**src/rtl/sdiv_pkg.sv**
```systemverilog
package sdiv_pkg;
  typedef enum logic [1:0] {
    ST_IDLE = 2'd0,
    ST_RUN  = 2'd1,
    ST_FIX  = 2'd2
  } sdiv_state_e;
endpackage

```
**src/rtl/sdiv_prep.sv**
```systemverilog
// Operand conditioning: magnitudes, divisor-zero detect, early overflow.
module sdiv_prep #(
  parameter int W = 16
) (
  input  logic [W-1:0]   hi,
  input  logic [W-1:0]   lo,
  input  logic [W-1:0]   dvs,
  output logic [2*W-1:0] mag_a,
  output logic [W-1:0]   mag_d,
  output logic           sign_a,
  output logic           sign_d,
  output logic           dvs_zero,
  output logic           ovf_early
);
  localparam logic [2*W-1:0] ONE2 = {{(2*W-1){1'b0}}, 1'b1};
  localparam logic [W-1:0]   ONE1 = {{(W-1){1'b0}}, 1'b1};

  logic [2*W-1:0] full;

  always_comb begin
    full      = {hi, lo};
    sign_a    = hi[W-1];
    sign_d    = dvs[W-1];
    mag_a     = sign_a ? (~full) + ONE2 : full;
    mag_d     = sign_d ? (~dvs) + ONE1 : dvs;
    dvs_zero  = (dvs == '0);
    // Upper half not below divisor: unsigned quotient needs more than W bits.
    ovf_early = (mag_a[2*W-1:W] >= mag_d);
  end
endmodule

```
**src/rtl/sdiv_step.sv**
```systemverilog
// One non-restoring iteration on the partial remainder.
module sdiv_step #(
  parameter int W = 16
) (
  input  logic [W+1:0] p_in,
  input  logic [W-1:0] q_in,
  input  logic [W-1:0] dm,
  output logic [W+1:0] p_out,
  output logic [W-1:0] q_out
);
  localparam int PW = W + 2;

  logic [PW-1:0] shifted;
  logic [PW-1:0] dext;

  always_comb begin
    shifted = {p_in[PW-2:0], q_in[W-1]};
    dext    = {2'b00, dm};
    if (!p_in[PW-1]) p_out = shifted - dext;
    else             p_out = shifted + dext;
    q_out = {q_in[W-2:0], ~p_out[PW-1]};
  end
endmodule

```
**src/rtl/sdiv_fixup.sv**
```systemverilog
// Final remainder repair, sign application and range check.
module sdiv_fixup #(
  parameter int W = 16
) (
  input  logic [W+1:0] p,
  input  logic [W-1:0] qu,
  input  logic [W-1:0] dm,
  input  logic         sign_a,
  input  logic         sign_d,
  input  logic         ovf_early,
  output logic [W+1:0] rem_mag,
  output logic [W-1:0] quo,
  output logic [W-1:0] rem,
  output logic         ovf
);
  localparam logic [W-1:0] HALF = {1'b1, {(W-1){1'b0}}};
  localparam logic [W-1:0] ONE1 = {{(W-1){1'b0}}, 1'b1};

  logic neg;

  always_comb begin
    rem_mag = p[W+1] ? p + {2'b00, dm} : p;
    neg     = sign_a ^ sign_d;
    ovf     = ovf_early | (neg ? (qu > HALF) : qu[W-1]);
    quo     = neg ? (~qu) + ONE1 : qu;
    rem     = sign_a ? (~rem_mag[W-1:0]) + ONE1 : rem_mag[W-1:0];
  end
endmodule

```
**src/rtl/sdiv_nr.sv**
```systemverilog
module sdiv_nr
  import sdiv_pkg::*;
#(
  parameter int W = 16
) (
  input  logic         clk,
  input  logic         rst_n,
  input  logic         start,
  input  logic [W-1:0] dvd_hi,
  input  logic [W-1:0] dvd_lo,
  input  logic [W-1:0] dvs,
  output logic         busy,
  output logic         done,
  output logic [W-1:0] quo,
  output logic [W-1:0] rem,
  output logic         flag_n,
  output logic         flag_z,
  output logic         flag_v,
  output logic         flag_c
);
  localparam int PW = W + 2;
  localparam int CW = $clog2(W) + 1;
  localparam logic [CW-1:0] CNT_INIT = CW'(W - 1);

  // Reset: asynchronous assertion, synchronous release.
  logic rst_meta, rst_sync_n;
  always_ff @(posedge clk or negedge rst_n) begin
    if (!rst_n) begin
      rst_meta   <= 1'b0;
      rst_sync_n <= 1'b0;
    end else begin
      rst_meta   <= 1'b1;
      rst_sync_n <= rst_meta;
    end
  end

  sdiv_state_e   state_q, state_d;
  logic [CW-1:0] cnt_q, cnt_d, cnt_dec;
  logic [PW-1:0] p_q, p_d;
  logic [W-1:0]  sh_q, sh_d, dm_q, dm_d;
  logic          sa_q, sa_d, sd_q, sd_d, ovf_q, ovf_d;
  logic [W-1:0]  quo_q, quo_d, rem_q, rem_d;
  logic [3:0]    flg_q, flg_d;  // {N, Z, V, C}
  logic          done_q, done_d;
  logic          dp_en, res_en;

  logic [2*W-1:0] mag_a;
  logic [W-1:0]   mag_d;
  logic           sign_a, sign_d, dvs_zero, ovf_early;

  sdiv_prep #(.W(W)) u_prep (
    .hi(dvd_hi), .lo(dvd_lo), .dvs(dvs),
    .mag_a(mag_a), .mag_d(mag_d), .sign_a(sign_a), .sign_d(sign_d),
    .dvs_zero(dvs_zero), .ovf_early(ovf_early)
  );

  logic [PW-1:0] p_step;
  logic [W-1:0]  q_step;

  sdiv_step #(.W(W)) u_step (
    .p_in(p_q), .q_in(sh_q), .dm(dm_q), .p_out(p_step), .q_out(q_step)
  );

  logic [PW-1:0] rem_mag;
  logic [W-1:0]  fx_quo, fx_rem;
  logic          fx_ovf;

  sdiv_fixup #(.W(W)) u_fix (
    .p(p_q), .qu(sh_q), .dm(dm_q), .sign_a(sa_q), .sign_d(sd_q),
    .ovf_early(ovf_q), .rem_mag(rem_mag), .quo(fx_quo), .rem(fx_rem),
    .ovf(fx_ovf)
  );

  // Next-state logic.
  always_comb begin
    state_d = state_q;
    cnt_dec = cnt_q - 1'b1;
    cnt_d   = cnt_q;
    p_d     = p_q;
    sh_d    = sh_q;
    dm_d    = dm_q;
    sa_d    = sa_q;
    sd_d    = sd_q;
    ovf_d   = ovf_q;
    quo_d   = quo_q;
    rem_d   = rem_q;
    flg_d   = flg_q;
    done_d  = 1'b0;
    dp_en   = 1'b0;
    res_en  = 1'b0;
    unique case (state_q)
      ST_IDLE: begin
        if (start) begin
          if (dvs_zero) begin
            flg_d  = 4'b0011;
            done_d = 1'b1;
            res_en = 1'b1;
          end else begin
            dp_en   = 1'b1;
            p_d     = {2'b00, mag_a[2*W-1:W]};
            sh_d    = mag_a[W-1:0];
            dm_d    = mag_d;
            sa_d    = sign_a;
            sd_d    = sign_d;
            ovf_d   = ovf_early;
            cnt_d   = CNT_INIT;
            state_d = ST_RUN;
          end
        end
      end
      ST_RUN: begin
        dp_en = 1'b1;
        p_d   = p_step;
        sh_d  = q_step;
        cnt_d = cnt_dec;
        if (cnt_dec[CW-1]) state_d = ST_FIX;
      end
      ST_FIX: begin
        state_d = ST_IDLE;
        done_d  = 1'b1;
        res_en  = 1'b1;
        if (fx_ovf) begin
          flg_d = 4'b0010;
        end else begin
          quo_d = fx_quo;
          rem_d = fx_rem;
          flg_d = {fx_quo[W-1], (fx_quo == '0), 2'b00};
        end
      end
      default: state_d = ST_IDLE;
    endcase
  end

  // Registers.
  always_ff @(posedge clk or negedge rst_sync_n) begin
    if (!rst_sync_n) begin
      state_q <= ST_IDLE;
      done_q  <= 1'b0;
      cnt_q   <= '0;
      p_q     <= '0;
      sh_q    <= '0;
      dm_q    <= '0;
      sa_q    <= 1'b0;
      sd_q    <= 1'b0;
      ovf_q   <= 1'b0;
      quo_q   <= '0;
      rem_q   <= '0;
      flg_q   <= '0;
    end else begin
      state_q <= state_d;
      done_q  <= done_d;
      if (dp_en) begin
        cnt_q <= cnt_d;
        p_q   <= p_d;
        sh_q  <= sh_d;
        dm_q  <= dm_d;
        sa_q  <= sa_d;
        sd_q  <= sd_d;
        ovf_q <= ovf_d;
      end
      if (res_en) begin
        quo_q <= quo_d;
        rem_q <= rem_d;
        flg_q <= flg_d;
      end
    end
  end

  assign busy   = (state_q != ST_IDLE);
  assign done   = done_q;
  assign quo    = quo_q;
  assign rem    = rem_q;
  assign flag_n = flg_q[3];
  assign flag_z = flg_q[2];
  assign flag_v = flg_q[1];
  assign flag_c = flg_q[0];

  // repaired remainder magnitude stays below the divisor magnitude.
  a_r1_rem_bound: assert property (@(posedge clk) disable iff (!rst_sync_n)
    (state_q == ST_FIX && !ovf_q) |-> (rem_mag < {2'b00, dm_q}));

  // zero divisor flags and held results on the next cycle.
  a_r2_zero_div: assert property (@(posedge clk) disable iff (!rst_sync_n)
    (state_q == ST_IDLE && start && dvs == '0) |=>
      (done && flag_v && flag_c && !busy && $stable(quo_q) && $stable(rem_q)));

  // overflow finish leaves the result registers untouched.
  a_r3_ovf_hold: assert property (@(posedge clk) disable iff (!rst_sync_n)
    (done && flag_v && !flag_c) |-> ($stable(quo_q) && $stable(rem_q) && !flag_n && !flag_z));

  // flags agree with the stored quotient on a normal finish.
  a_r4_flags: assert property (@(posedge clk) disable iff (!rst_sync_n)
    (done && !flag_v) |-> (!flag_c && (flag_z == (quo == '0)) && (flag_n == quo[W-1])));

  // done is a single-cycle pulse and never overlaps busy.
  a_r5_done_pulse: assert property (@(posedge clk) disable iff (!rst_sync_n)
    done |=> !done);
  a_r5_done_idle: assert property (@(posedge clk) disable iff (!rst_sync_n)
    done |-> !busy);

  // a start while busy does not reload the divisor.
  a_r6_ignore_start: assert property (@(posedge clk) disable iff (!rst_sync_n)
    (busy && start) |=> $stable(dm_q));
endmodule

```
**config.mk**
```make
export PLATFORM = sky130hd
export DESIGN_NAME = sdiv_nr
export DESIGN_NICKNAME = d
export VERILOG_FILES = /design/src/rtl/sdiv_pkg.sv /design/src/rtl/sdiv_prep.sv /design/src/rtl/sdiv_step.sv /design/src/rtl/sdiv_fixup.sv /design/src/rtl/sdiv_nr.sv
export SDC_FILE = /design/constraint.sdc
export NUM_CORES = 1
export LEC_CHECK = 0
export BUFFER_PORTS_ARGS = -buffer_cell sky130_fd_sc_hd__buf_2
export CAP_MARGIN = 20
export CORE_MARGIN = 2
export CORE_UTILIZATION = 30
export DETAILED_ROUTE_END_ITERATION = 10
export PLACE_DENSITY_LB_ADDON = 0.08
export SLEW_MARGIN = 20
export SYNTH_ARGS = -nofsm -noshare
export SYNTH_HDL_FRONTEND = slang
export SYNTH_SLANG_ARGS = --single-unit
```
**constraint.sdc**
```tcl
create_clock -name clk -period 3.5 [get_ports clk]
set_input_delay 0.7 -clock clk [delete_from_list [all_inputs] [get_ports clk]]
set_output_delay 0.7 -clock clk [all_outputs]
set_load 0.01 [all_outputs]
```
==> flow_summary_export.csv <==
group,metric,value,unit
sta,fin_crit_sh,98.41,%
final_layout,nets,1233,
setup_path,cpPeakStageDelay,540,ps
final_layout,diodes,0,
clock_network,insertion_delay,360,ps
setup_path,worst-r2r-cell-count,11,
synth,synth_edf_count,0,
place,io_buffer_count,88,
synth,synth.area.mux_share,1.189,%
setup_path,crit_path_end,"ovf_q$_DFFE_PN0P_",
routing,drt_iter0_drc,377,
setup_path,crit_arrival,3680,ps
routing,drt_wl_total,24920,um
global_route,met3_usage,2.151,%
setup_path,cp-start-kind,"input pin",
flow_run,drv_cap,0,
sta,slew_violations,0,
setup_path,path_cells,"buf_2 -> or4_4 -> buf_6 -> nor4_4 -> or3b_4 -> or3_4 -> o41ai_2 -> xnor2_1 -> ha_1 -> a21o_1 -> a221oi_2 -> o21ai_0",
setup_path,path_max_fanout,4,
die,placementRows,59,
final_layout,final_util,37.55,%
status,outcome,"finished, violations left",
die,die-height,167.3,um
die,num_io_pins,89,
routing,routedWlPerCell,17.01,um
place,gp_congestion,0.8264,
routing,remaining_drc_errors,8,
synth,ys_async_sr_fraction,100.0,%
global_route,grt.total_usage,18.08,%
pwr,leakage,4.440,nW
sta,fmax,0.2903,GHz
die,core,26130,um^2
min_path,hp-class,"input pin to async pin",
die,fp.dieW,167.3,um
setup_path,end_kind,"flip-flop",
global_route,met2_usage,26.77,%
clock_network,clock-sinks,99,
sta,setup_viol,0,
routing,drtAntennaViolNets,0,
final_layout,n_fill_cell,2803,
status,violations,"design-rule violations",
synth,synth_fa_ha_area_share,9.108,%
synth,synth-main-ff-cell,"dfrtp_1",
synth,postSynthAreaPerCell,8.150,um^2
synth,syn_nets,1089,
synth,syn_inst,981,
setup_path,worstReg2RegEnd,"rem[15]$_DFFE_PN0P_",
synth,ys_warn_count,0,
synth,synthesis.area,7995,um^2
synth,ys_seq_elements,99,
global_route,grt_overflow,0,
routing,vias_per_cell,5.024,
sta,worst_pin_slew,926.7,ps
clock_network,cts.path.max_buffers,2,
setup_path,r2r_setup_slack,190,ps
setup_path,crit_path_top_delay_cell,"or4_4",
sta,hold_viol,0,
clock_network,htreeDepth,3,
die,die_area,27970,um^2
setup_path,critPathBufInv,2,
sta,relSlewSlack,38.22,%
synth,synth_top_family_by_area,"compound AO/OA/AOI/OAI gates",
sta,finalClockSkew,11.49,ps
global_route,antenna_found_initial,0,
global_route,grt_start_max_net_pins,64,
final_layout,drive_above_1_share,20.35,%
routing,drt_first_pass_iters,8,
setup_path,path_delay_family,"simple AND/OR/NAND/NOR gates",
setup_path,reg2reg_from,"p_q[0]$_DFFE_PN0P_",
routing,vias,7360,
global_route,grt_pass1_vias,7057,
clock_network,clock_tree.root_cell,"clkbuf_16",
global_route,grt_pass1_wl,40040,um
setup_path,crit_type,"input pin to flip-flop",
pwr,power_density,1146,nW/um^2
clock_network,cts_buffers,9,
setup_path,worstPathRequired,3740,ps
sta,rsz0062_at_grt,"yes",
final_layout,areaGrowthSynthToFinish,22.74,%
synth,synth-compound-area-share,23.54,%
sta,period_needed,3444,ps
die,initial_core_util,30.59,%
global_route,gr-usage-met1,28.02,%
place,dp_hpwl,20020,um
synth,synthSimpleGateAreaFrac,19.73,%
setup_path,critPathLaunch,"dvd_lo[13]",
synth,synth_seq_area_share,30.99,%
clock_network,cts_tree,"done",
setup_path,crit_cells,12,
synth,ys_types,74,
clock_network,cts.reportedPaths.clkPinSlew,80,ps
pwr,ir_drop,0.3403,mV
sta,hold_ws,102.0,ps
synth,synth_xor_area_share,11.50,%
global_route,top_usage_layer,"met1",
[metrics by stage]
step	setup WS [ps]	cells	area, um^2	total power, mW	setup TNS (ps)
global placement	-353.8	1448	9402	10.08	-353.8
floorplan	-24.79	981	8000	7.741	-24.79
detailed placement	-393.0	1448	9402	10.09	-393.3
CTS	3.630	1464	9722	11.25	0
finish	55.60	1465	9813	11.25	0
global route	-80.74	1465	9813	12.44	-80.74
[layer usage]
layer / vias up / part of all wire [%]
li1: 3847 / -
met1: 3375 / 55
met3: 9 / 3.2
met5: - / 0
met4: 0 / 0.99
met2: 129 / 41
[flip-flops by register name, summed over array words and instances, names as in the netlist]
name,cells
ovf_q,1
sh_q,16
cnt_q,5
dm_q,16
rem,16
quo,16
rst_sync_n,1
flg_q,4
sd_q,1
state_q,2
p_q,18
sa_q,1
done,1
rst_meta,1
[cell type report]
type	count	area, um^2	area share (%)
Clock buffer	9	225.2	2.295
Clock inverter	7	92.59	0.9435
Inverter	38	142.6	1.454
Timing Repair Buffer	177	1162	11.84
Sequential cell	99	2482	25.30
Tap cell	335	419.2	4.271
Multi-Input combinational cell	800	5289	53.90
[synthesized netlist by cell type, types with 3 or more instances]
cell type | instances | area (um^2)
o211ai_1 | 6 | 45.04
xor2_1 | 57 | 499.2
o22ai_1 | 7 | 43.79
buf_2 | 3 | 15.01
clkbuf_1 | 37 | 138.9
a21oi_1 | 75 | 375.4
o21bai_1 | 5 | 37.54
o21ai_0 | 112 | 560.5
a211oi_1 | 7 | 52.55
a211o_1 | 8 | 70.07
and3_1 | 6 | 37.54
buf_1 | 4 | 15.01
o31ai_1 | 16 | 120.1
and2_1 | 3 | 18.77
mux2i_1 | 5 | 50.05
nand3_1 | 15 | 75.07
ha_1 | 55 | 688.2
nor2b_1 | 8 | 50.05
dfrtp_1 | 99 | 2477
nor4_1 | 11 | 68.82
nor2_1 | 56 | 210.2
nand2_1 | 136 | 510.5
a22oi_1 | 5 | 37.54
xnor2_1 | 48 | 420.4
o21a_1 | 4 | 30.03
or4_1 | 6 | 45.04
and4_1 | 3 | 26.28
inv_1 | 38 | 142.6
mux2_2 | 4 | 45.04
o41ai_1 | 8 | 70.07
a21o_1 | 15 | 112.6
nand4b_1 | 4 | 35.03
nand3b_1 | 5 | 37.54
nor3_1 | 41 | 205.2
nand2b_1 | 6 | 37.54
nand4_1 | 5 | 31.28
or3_1 | 3 | 18.77
or2_2 | 3 | 18.77
a31oi_1 | 6 | 37.54
[timing repair]
item | CTS | global route
hold buffers | 0 | 0
setup endpoints to repair | 1 | 11
pin swaps | 0 | 8
gates cloned | 0 | 0
resized for setup | 1 | 20
setup buffers | 0 | 1
[where the power goes]
group | internal, mW | switching (mW)
Clock | 0.575 | 0.525
Combinational | 3.43 | 4.33
Sequential | 1.72 | 0.679
[cells by family after synthesis]
logic type	Yosys count
AO/OA/AOI/OAI	303
flip-flops	99
buffers and inverters	82
adder cells (fa/ha/maj)	57
multiplexers	9
other	1
XOR/XNOR	105
AND/OR/NAND/NOR	325
[cells in the final DEF (no fill, tap or decap), drive strengths merged, types with 7 or more instances in the layout]
| cell | netlist | layout |
|---|---|---|
| nor2 | 56 | 56 |
| o41ai | 9 | 9 |
| or4 | 7 | 7 |
| nand2 | 136 | 136 |
| nand3 | 15 | 15 |
| o31ai | 17 | 17 |
| a211o | 8 | 8 |
| nor4 | 13 | 13 |
| buf | 7 | 177 |
| xor2 | 57 | 57 |
| a21oi | 75 | 75 |
| nor3 | 41 | 41 |
| clkbuf | 37 | 9 |
| ha | 55 | 55 |
| o22ai | 7 | 7 |
| o21ai | 112 | 112 |
| dfrtp | 99 | 99 |
| a21o | 15 | 15 |
| a211oi | 8 | 8 |
| nor2b | 8 | 8 |
| inv | 38 | 41 |
| xnor2 | 48 | 48 |
[worst min-delay path by stage]
stage,startpoint,endpoint,slack (ps),cells after the start
after floorplan,rst_meta$_DFF_PN0_,rst_sync_n$_DFF_PN0_,330,0
after global placement,rst_meta$_DFF_PN0_,rst_sync_n$_DFF_PN0_,340,0
after detailed placement,rst_meta$_DFF_PN0_,rst_sync_n$_DFF_PN0_,340,0
after CTS,rst_n,rst_sync_n$_DFF_PN0_,90,1
after global routing,rst_n,rst_sync_n$_DFF_PN0_,80,1
final,rst_n,rst_sync_n$_DFF_PN0_,100,1
Power figures use the tool's default switching activity.
